==> config.mk <==
export PLATFORM = sky130hd
export DESIGN_NAME = sat_clamp_elem
export DESIGN_NICKNAME = d
export VERILOG_FILES = /design/src/rtl/sat_clamp_pkg.sv /design/src/rtl/sat_bound.sv /design/src/rtl/sat_cond.sv /design/src/rtl/sat_clamp_elem.sv
export SDC_FILE = /design/constraint.sdc
export NUM_CORES = 1
export LEC_CHECK = 0
export CORE_MARGIN = 5
export CORE_UTILIZATION = 61
export CTS_CLUSTER_DIAMETER = 50
export DETAILED_ROUTE_END_ITERATION = 6
export DONT_BUFFER_PORTS = 1
export GPL_ROUTABILITY_DRIVEN = 0
export PLACE_DENSITY = 0.77
export REMOVE_ABC_BUFFERS = 1
export SLEW_MARGIN = 30
export SYNTH_ARGS = -nofsm -noshare
export SYNTH_HDL_FRONTEND = slang
export SYNTH_SLANG_ARGS = --single-unit
==> constraint.sdc <==
create_clock -name clk -period 0.8 [get_ports clk]
set_input_delay 0.16 -clock clk [delete_from_list [all_inputs] [get_ports clk]]
set_output_delay 0.16 -clock clk [all_outputs]
set_load 0.005 [all_outputs]
==> src/rtl/sat_clamp_pkg.sv <==
`timescale 1ns/1ps
package sat_clamp_pkg;

   // Packed order is behaviour: bit3 lt, bit2 gt, bit1 eq, bit0 ov
   typedef struct packed {
      logic lt;
      logic gt;
      logic eq;
      logic ov;
   } cond_t;

endpackage

==> src/rtl/sat_bound.sv <==
`timescale 1ns/1ps
// Range limiter for one destination width, evaluated at full intermediate width
module sat_bound #(
   parameter int ACC_W = 72,
   parameter int W     = 8,
   parameter int OUT_W = 64
) (
   input  logic signed [ACC_W-1:0] value,
   input  logic                    is_signed,
   output logic [OUT_W-1:0]        clamped,
   output logic                    hit
);

   localparam logic signed [ACC_W-1:0] U_HI = {{(ACC_W-W){1'b0}}, {W{1'b1}}};
   localparam logic signed [ACC_W-1:0] S_HI = {{(ACC_W-W+1){1'b0}}, {(W-1){1'b1}}};
   localparam logic signed [ACC_W-1:0] S_LO = {{(ACC_W-W+1){1'b1}}, {(W-1){1'b0}}};

   logic signed [ACC_W-1:0] hi, lo, picked;
   logic                    above, below;

   always_comb begin
      hi     = is_signed ? S_HI : U_HI;
      lo     = is_signed ? S_LO : '0;
      above  = value > hi;
      below  = value < lo;
      hit    = above | below;
      picked = above ? hi : (below ? lo : value);
   end

   assign clamped = picked[OUT_W-1:0];

endmodule

==> src/rtl/sat_cond.sv <==
`timescale 1ns/1ps
// Per-element condition field from the clamped value
module sat_cond
   import sat_clamp_pkg::*;
#(
   parameter int OUT_W = 64
) (
   input  logic [OUT_W-1:0] elem,
   input  logic             is_signed,
   input  logic             hit,
   input  logic             rc_en,
   output cond_t            cond
);

   logic neg, zero;

   assign neg  = is_signed & elem[OUT_W-1];
   assign zero = (elem == '0);

   always_comb begin
      cond = '0;
      if (rc_en) begin
         cond.lt = neg;
         cond.eq = zero;
         cond.gt = ~neg & ~zero;
         cond.ov = hit;
      end
   end

endmodule

==> src/rtl/sat_clamp_elem.sv <==
`timescale 1ns/1ps
module sat_clamp_elem
   import sat_clamp_pkg::*;
#(
   parameter int ACC_W    = 72,
   parameter int MIN_W    = 8,
   parameter int N_WIDTHS = 4,
   localparam int MAX_W   = MIN_W << (N_WIDTHS-1),
   localparam int SEL_W   = (N_WIDTHS > 1) ? $clog2(N_WIDTHS) : 1
) (
   input  logic                    clk,
   input  logic                    rst_n,
   input  logic                    in_valid,
   input  logic signed [ACC_W-1:0] in_value,
   input  logic                    in_signed,
   input  logic [SEL_W-1:0]        in_wsel,
   input  logic                    in_rc,
   input  logic                    in_carry_op,
   output logic                    out_valid,
   output logic [MAX_W-1:0]        out_elem,
   output logic [3:0]              out_cond,
   output logic                    out_cond_we,
   output logic                    out_illegal
);

   initial begin
      assert (ACC_W > MAX_W)
         else $error("ACC_W must exceed the widest destination width");
      assert (N_WIDTHS >= 1 && MIN_W >= 2)
         else $error("width set parameters out of range");
   end

   logic [MAX_W-1:0] cand     [N_WIDTHS];
   logic             cand_hit [N_WIDTHS];

   for (genvar g = 0; g < N_WIDTHS; g++) begin : g_width
      sat_bound #(
         .ACC_W (ACC_W),
         .W     (MIN_W << g),
         .OUT_W (MAX_W)
      ) u_bound (
         .value     (in_value),
         .is_signed (in_signed),
         .clamped   (cand[g]),
         .hit       (cand_hit[g])
      );
   end

   logic [SEL_W-1:0] sel_idx;
   logic [MAX_W-1:0] pick;
   logic             pick_hit;
   cond_t            cond_d;

   assign sel_idx  = (int'(in_wsel) < N_WIDTHS) ? in_wsel : SEL_W'(N_WIDTHS-1);
   assign pick     = cand[sel_idx];
   assign pick_hit = cand_hit[sel_idx];

   sat_cond #(.OUT_W(MAX_W)) u_cond (
      .elem      (pick),
      .is_signed (in_signed),
      .hit       (pick_hit),
      .rc_en     (in_rc),
      .cond      (cond_d)
   );

   always_ff @(posedge clk or negedge rst_n) begin
      if (!rst_n) begin
         out_valid   <= 1'b0;
         out_elem    <= '0;
         out_cond    <= '0;
         out_cond_we <= 1'b0;
         out_illegal <= 1'b0;
      end else begin
         out_valid   <= in_valid;
         out_cond_we <= in_valid & in_rc & ~in_carry_op;
         out_illegal <= in_valid & in_carry_op;
         if (in_valid) begin
            out_elem <= in_carry_op ? '0 : pick;
            out_cond <= in_carry_op ? 4'b0 : cond_d;
         end
      end
   end

   // Observation helpers for the properties below
   logic [MAX_W-1:0] low_in;
   logic [31:0]      sel_bits;
   assign low_in   = in_value[MAX_W-1:0];
   assign sel_bits = 32'(MIN_W) << in_wsel;

   p_valid_delay_r1: assert property (@(posedge clk) disable iff (!rst_n)
      in_valid |=> out_valid);
   p_no_spurious_r1: assert property (@(posedge clk) disable iff (!rst_n)
      !in_valid |=> !out_valid);
   p_unsigned_upper_zero_r2: assert property (@(posedge clk) disable iff (!rst_n)
      (out_valid && !out_illegal && !$past(in_signed)) |->
         ((out_elem >> $past(sel_bits)) == '0));
   p_clean_passes_r5: assert property (@(posedge clk) disable iff (!rst_n)
      (out_cond_we && !out_cond[0]) |-> (out_elem == $past(low_in)));
   p_cond_onehot_r7: assert property (@(posedge clk) disable iff (!rst_n)
      out_cond_we |-> ($countones(out_cond[3:1]) == 1));
   p_unsigned_no_lt_r7: assert property (@(posedge clk) disable iff (!rst_n)
      (out_cond_we && !$past(in_signed)) |-> !out_cond[3]);
   p_rc_off_quiet_r8: assert property (@(posedge clk) disable iff (!rst_n)
      (out_valid && !$past(in_rc)) |-> (out_cond == 4'b0 && !out_cond_we));
   p_illegal_quiet_r9: assert property (@(posedge clk) disable iff (!rst_n)
      out_illegal |-> (!out_cond_we && out_elem == '0 && out_cond == 4'b0));
   p_we_needs_valid_r1: assert property (@(posedge clk) disable iff (!rst_n)
      (out_cond_we || out_illegal) |-> out_valid);

endmodule

==> results.py, run 1 <==
metrics = {
    "synth": {
        "synth_area_leaders": "dfrtp_1 (25%), ha_1 (13%), a21oi_1 (8.1%), o21ai_0 (4.3%), o2bb2ai_1 (3.9%)",
        "avgSynthCellArea_sq_um": 8.21,
        "yosysTopAreaCellShare": 0.253,
        "synthesis.area_sq_mm": 0.00702,
        "ys_top_cells_by_count": "a21oi_1 (113), ha_1 (72), dfrtp_1 (71)",
        "syn_inst": 855,
        "synth.ff_latch_count": 71,
        "synth.largest_area_cell": "dfrtp_1",
        "ys_async_sr_fraction": 1.00,
        "synth-seq-area-share": 0.253,
        "synth-main-ff-cell": "dfrtp_1",
        "yosysWarnings": 0,
        "synth_edf_count": 0,
        "yosysMostFrequentCell": "a21oi_1",
        "ys_types": 87,
    },
    "place": {
        "io_buffers": 0,
        "dp_hpwl_um": 21700,
    },
    "clock_network": {
        "cts_made_buffers": 9,
        "cts_root_buf": "clkbuf_16",
        "htree_levels": 3,
        "cts_sinks": 71,
        "max-clock-path-buffers": 2,
    },
    "run_status": {
        "haltStage": "global routing (5_1_grt)",
        "status": "stopped before the end",
        "tool.error": "[ERROR GRT-0116] Global routing finished with congestion. Check the congestion regions in the DRC Viewer.",
    },
    "die": {
        "start_util": 0.617,
        "io_pins": 151,
        "die_w_um": 117,
        "num_rows": 39,
        "die_h_um": 117,
    },
    "grt": {
        "grt_pass1_vias": 12400,
        "grt_use_total": 0.738,
        "grt_max_degree": 72,
        "grt_pass1_wl_um": 76300,
        "grt_overflow": 4,
    },
}
[stage by stage]
stage	cells	util	hold slack [ns]	setup WS, ns	area (sq um)
2_1_floorplan	803	-	-0.136	-5.14	6800
3_3_place_gp	1166	0.764	-0.134	-3.33	8690
3_5_place_dp	1166	0.764	-0.133	-3.44	8690
4_1_cts	1239	0.949	-0.509	-2.69	10800
[metal layers]
layer,overflow,track usage
met3,0,0.626
met4,2,0.684
met1,0,0.754
met5,0,0.270
met2,2,0.874
[cell families after synthesis]
group,after synthesis,share of synthesized area
muxes,4,0.00624
adders and majority gates,72,0.128
DFF,71,0.253
buffers and inverters,83,0.0478
and+or+nand+nor,253,0.196
AOI/OAI and AO/OA,372,0.368
[repair_timing]
action,in CTS
setup endpoints to repair,139
pin swaps,57
gates cloned,6
setup buffers,40
endpoints found under the hold margin,97
hold buffers,14
resized for setup,235
==> run 2, diff against run 1 <==
--- a/config.mk
+++ b/config.mk
@@ -6,12 +6,11 @@
 export NUM_CORES = 1
 export LEC_CHECK = 0
 export CORE_MARGIN = 5
-export CORE_UTILIZATION = 61
-export CTS_CLUSTER_DIAMETER = 50
+export CORE_UTILIZATION = 40
 export DETAILED_ROUTE_END_ITERATION = 6
 export DONT_BUFFER_PORTS = 1
 export GPL_ROUTABILITY_DRIVEN = 0
-export PLACE_DENSITY = 0.77
+export PLACE_DENSITY_LB_ADDON = 0.15
 export REMOVE_ABC_BUFFERS = 1
 export SLEW_MARGIN = 30
 export SYNTH_ARGS = -nofsm -noshare
==> run 2 against run 1 <==
Compared with the run above:
- the flow now finishes, with violations (hold timing, setup timing)
- synthesized cell count stayed put
- area after synthesis stayed put
==> results.py, run 2 <==
metrics = {
    "run_status": {
        "status": "finished, violations left",
        "violations": "hold timing, setup timing",
    },
    "synth": {
        "avgSynthCellArea_sq_um": 8.21,
        "yosysTopAreaCellShare": 0.253,
        "synth-main-ff-cell": "dfrtp_1",
        "synth_area_leaders": "dfrtp_1 (25%), ha_1 (13%), a21oi_1 (8.1%), o21ai_0 (4.3%), o2bb2ai_1 (3.9%)",
        "synthesis.area_sq_mm": 0.00702,
        "ys_top_cells_by_count": "a21oi_1 (113), ha_1 (72), dfrtp_1 (71)",
        "yosysMostFrequentCell": "a21oi_1",
        "synth-seq-area-share": 0.253,
        "synth.largest_area_cell": "dfrtp_1",
        "synth_edf_count": 0,
        "ys_async_sr_fraction": 1.00,
        "yosysWarnings": 0,
        "syn_inst": 855,
        "ys_types": 87,
        "synth.ff_latch_count": 71,
    },
    "power_and_ir_drop": {
        "ir_drop_mv": 1.15,
        "power_density_mw_per_mm2": 1340,
        "p_leak_nw": 4.60,
    },
    "die": {
        "die_h_um": 142,
        "io_pins": 151,
        "die_w_um": 142,
        "coreArea_sq_mm": 0.0172,
        "start_util": 0.407,
        "num_rows": 48,
        "dieArea_sq_mm": 0.0203,
    },
    "critical_path": {
        "path_class": "in2reg",
        "startpoint_type": "input port",
        "worstReg2RegStart": "out_cond[2]",
        "cp_max_fo": 30,
        "end_kind": "flip-flop",
        "worstRegToRegCells": 2,
        "r2r_slack_ns": 0.01,
        "critPathArrivalTime_ns": 3.90,
        "r2r-end": "out_cond[2]",
        "required_ns": 1.09,
    },
    "clock_network": {
        "insertion_delay_ns": 0.35,
        "max-clock-path-buffers": 2,
        "clkTransAtPathRegs_ns": 0.06,
        "cts_made_buffers": 9,
        "cts_hold_buf": 18,
        "cts_tree": "yes",
        "cts_root_buf": "clkbuf_16",
        "htree_levels": 3,
        "cts_sinks": 71,
    },
    "route": {
        "postRouteAntennaNets": 0,
        "drtIter0Drc": 1283,
        "first_pass_iters": 6,
        "wl_um": 33800,
        "routedWlPerCell_um": 25.0,
        "drc": 0,
        "vias": 9098,
        "vias_per_cell": 6.72,
    },
    "place": {
        "io_buffers": 0,
        "postPlaceCellArea_sq_mm": 0.00885,
        "dp_hpwl_um": 23300,
    },
    "sta": {
        "rsz0062_at_grt": "yes",
        "setup_viol": 139,
        "maxSlewViolCount": 0,
        "finClkSkew_ns": 0,
        "worstMarginPinSlew_ns": 0.563,
        "slew_headroom": 0.620,
        "min_period_ns": 3.61,
        "worst_hold_slack_ns": -0.499,
        "fmax_mhz": 277,
        "finalSetupTns_ns": -161.64,
        "hold_viol": 71,
        "worst_slack_ns": -2.81,
        "finalCritPeriodShare": 4.51,
    },
    "grt": {
        "grt_pass1_wl_um": 49700,
        "grt_pass1_vias": 8940,
        "grt_overflow": 0,
        "grt_use_total": 0.307,
        "antenna_found_initial": 0,
        "grt_max_degree": 72,
    },
    "worst_hold_path": {
        "hold_path.class": "in2async",
    },
    "cells_and_area": {
        "largest_reg_flops": 64,
        "antenna_cells": 0,
        "fin_nets": 1275,
        "design_area_sq_mm": 0.0111,
        "final_common_cell": "buf_4",
        "top_regs": "out_elem x64, out_cond x4",
        "multi_input_area_sq_mm": 0.00591,
        "syn2layout_area_growth_pct": 57.7,
        "ff_latch_area_sq_mm": 0.00178,
        "final_util": 0.642,
        "nFillCells": 1422,
        "drive_above_1_share": 0.410,
        "top_register": "out_elem",
        "final_cell_mix": "buf_4 (226), a21oi_1 (96), dfrtp_1 (71)",
    },
    "run": {
        "drv_cap": 0,
    },
}
[run 2: timing repair]
item | 4_1_cts | 5_1_grt
gates cloned | 2 | 2
resized for setup | 184 | 64
pin swaps | 68 | 35
setup buffers | 31 | 26
hold endpoints to repair | 99 | 71
setup endpoints to repair | 139 | 141
[run 2: kinds of logic (layout without fill, tap and decap cells)]
kind of cell	count (synthesis)	after routing	share of synthesized area
DFF	71	71	0.253
AOI/OAI and AO/OA	372	372	0.368
and+or+nand+nor	253	253	0.196
buffers and inverters	83	356	0.0478
muxes	4	4	0.00624
adders and majority gates	72	72	0.128
[run 2: final cells by class]
type / count / area share
clock inverter: 6 / 0.00328
clock buffer: 10 / 0.0216
multi-input combinational: 701 / 0.534
timing repair buffer: 309 / 0.243
inverter: 31 / 0.0120
sequential: 71 / 0.160
tap: 225 / 0.0254
[run 2: worst max-delay path by stage]
stage          startpoint          end  slack (ns)  depth (start not counted)
3_3_place_gp    in_signed  out_cond[1]       -3.42                         15
5_1_grt         in_signed  out_cond[1]       -2.83                         19
6_report        in_signed  out_cond[1]       -2.81                         19
2_1_floorplan   in_signed  out_cond[1]       -5.14                         14
3_5_place_dp    in_signed  out_cond[1]       -3.44                         15
4_1_cts         in_signed  out_cond[1]       -2.58                         17
[run 2: power by group]
group / total [mW] / switching [mW] / internal, mW
clock network: 3.81 / 1.65 / 2.16
registers: 4.29 / 0.317 / 3.97
logic: 6.69 / 3.30 / 3.39
[run 2: metrics by stage]
| stage | worst slack (ns) | std cells | total power, mW | hold WS, ns |
|---|---|---|---|---|
| floorplan | -5.14 | 803 | 6.74 | -0.136 |
| global placement | -3.42 | 1258 | 8.99 | -0.134 |
| detailed placement | -3.44 | 1258 | 9.12 | -0.133 |
| CTS | -2.58 | 1325 | 14.1 | -0.508 |
| global route | -2.83 | 1353 | 15.4 | -0.511 |
| finish | -2.81 | 1353 | 14.8 | -0.499 |
[run 2: metal layers]
metal	routed length, um	vias to the layer above	global-route usage	part of all wire
met4	1530	0	0.116	0.045
met2	16000	644	0.522	0.47
met1	12500	4367	0.378	0.37
met5	0	-	0	0
li1	-	3947	-	-
met3	3740	140	0.0743	0.11
[run 2: worst max-delay path: stages]
cell	delay, ns
inv_16	0.05
buf_8	0.14
ha_4	0.27
nand4_1	0.10
buf_6	0.15
buf_4	0.13
nor4b_2	0.40
nand2_1	0.16
a21oi_2	0.18
o41a_1	0.26
buf_4	0.15
nor2_1	0.06
buf_4	0.14
a311o_1	0.31
buf_4	0.16
o41ai_2	0.31
o211ai_1	0.25
nor4_4	0.32
a32o_1	0.19
No activity file was read; power rests on OpenSTA's default activity.
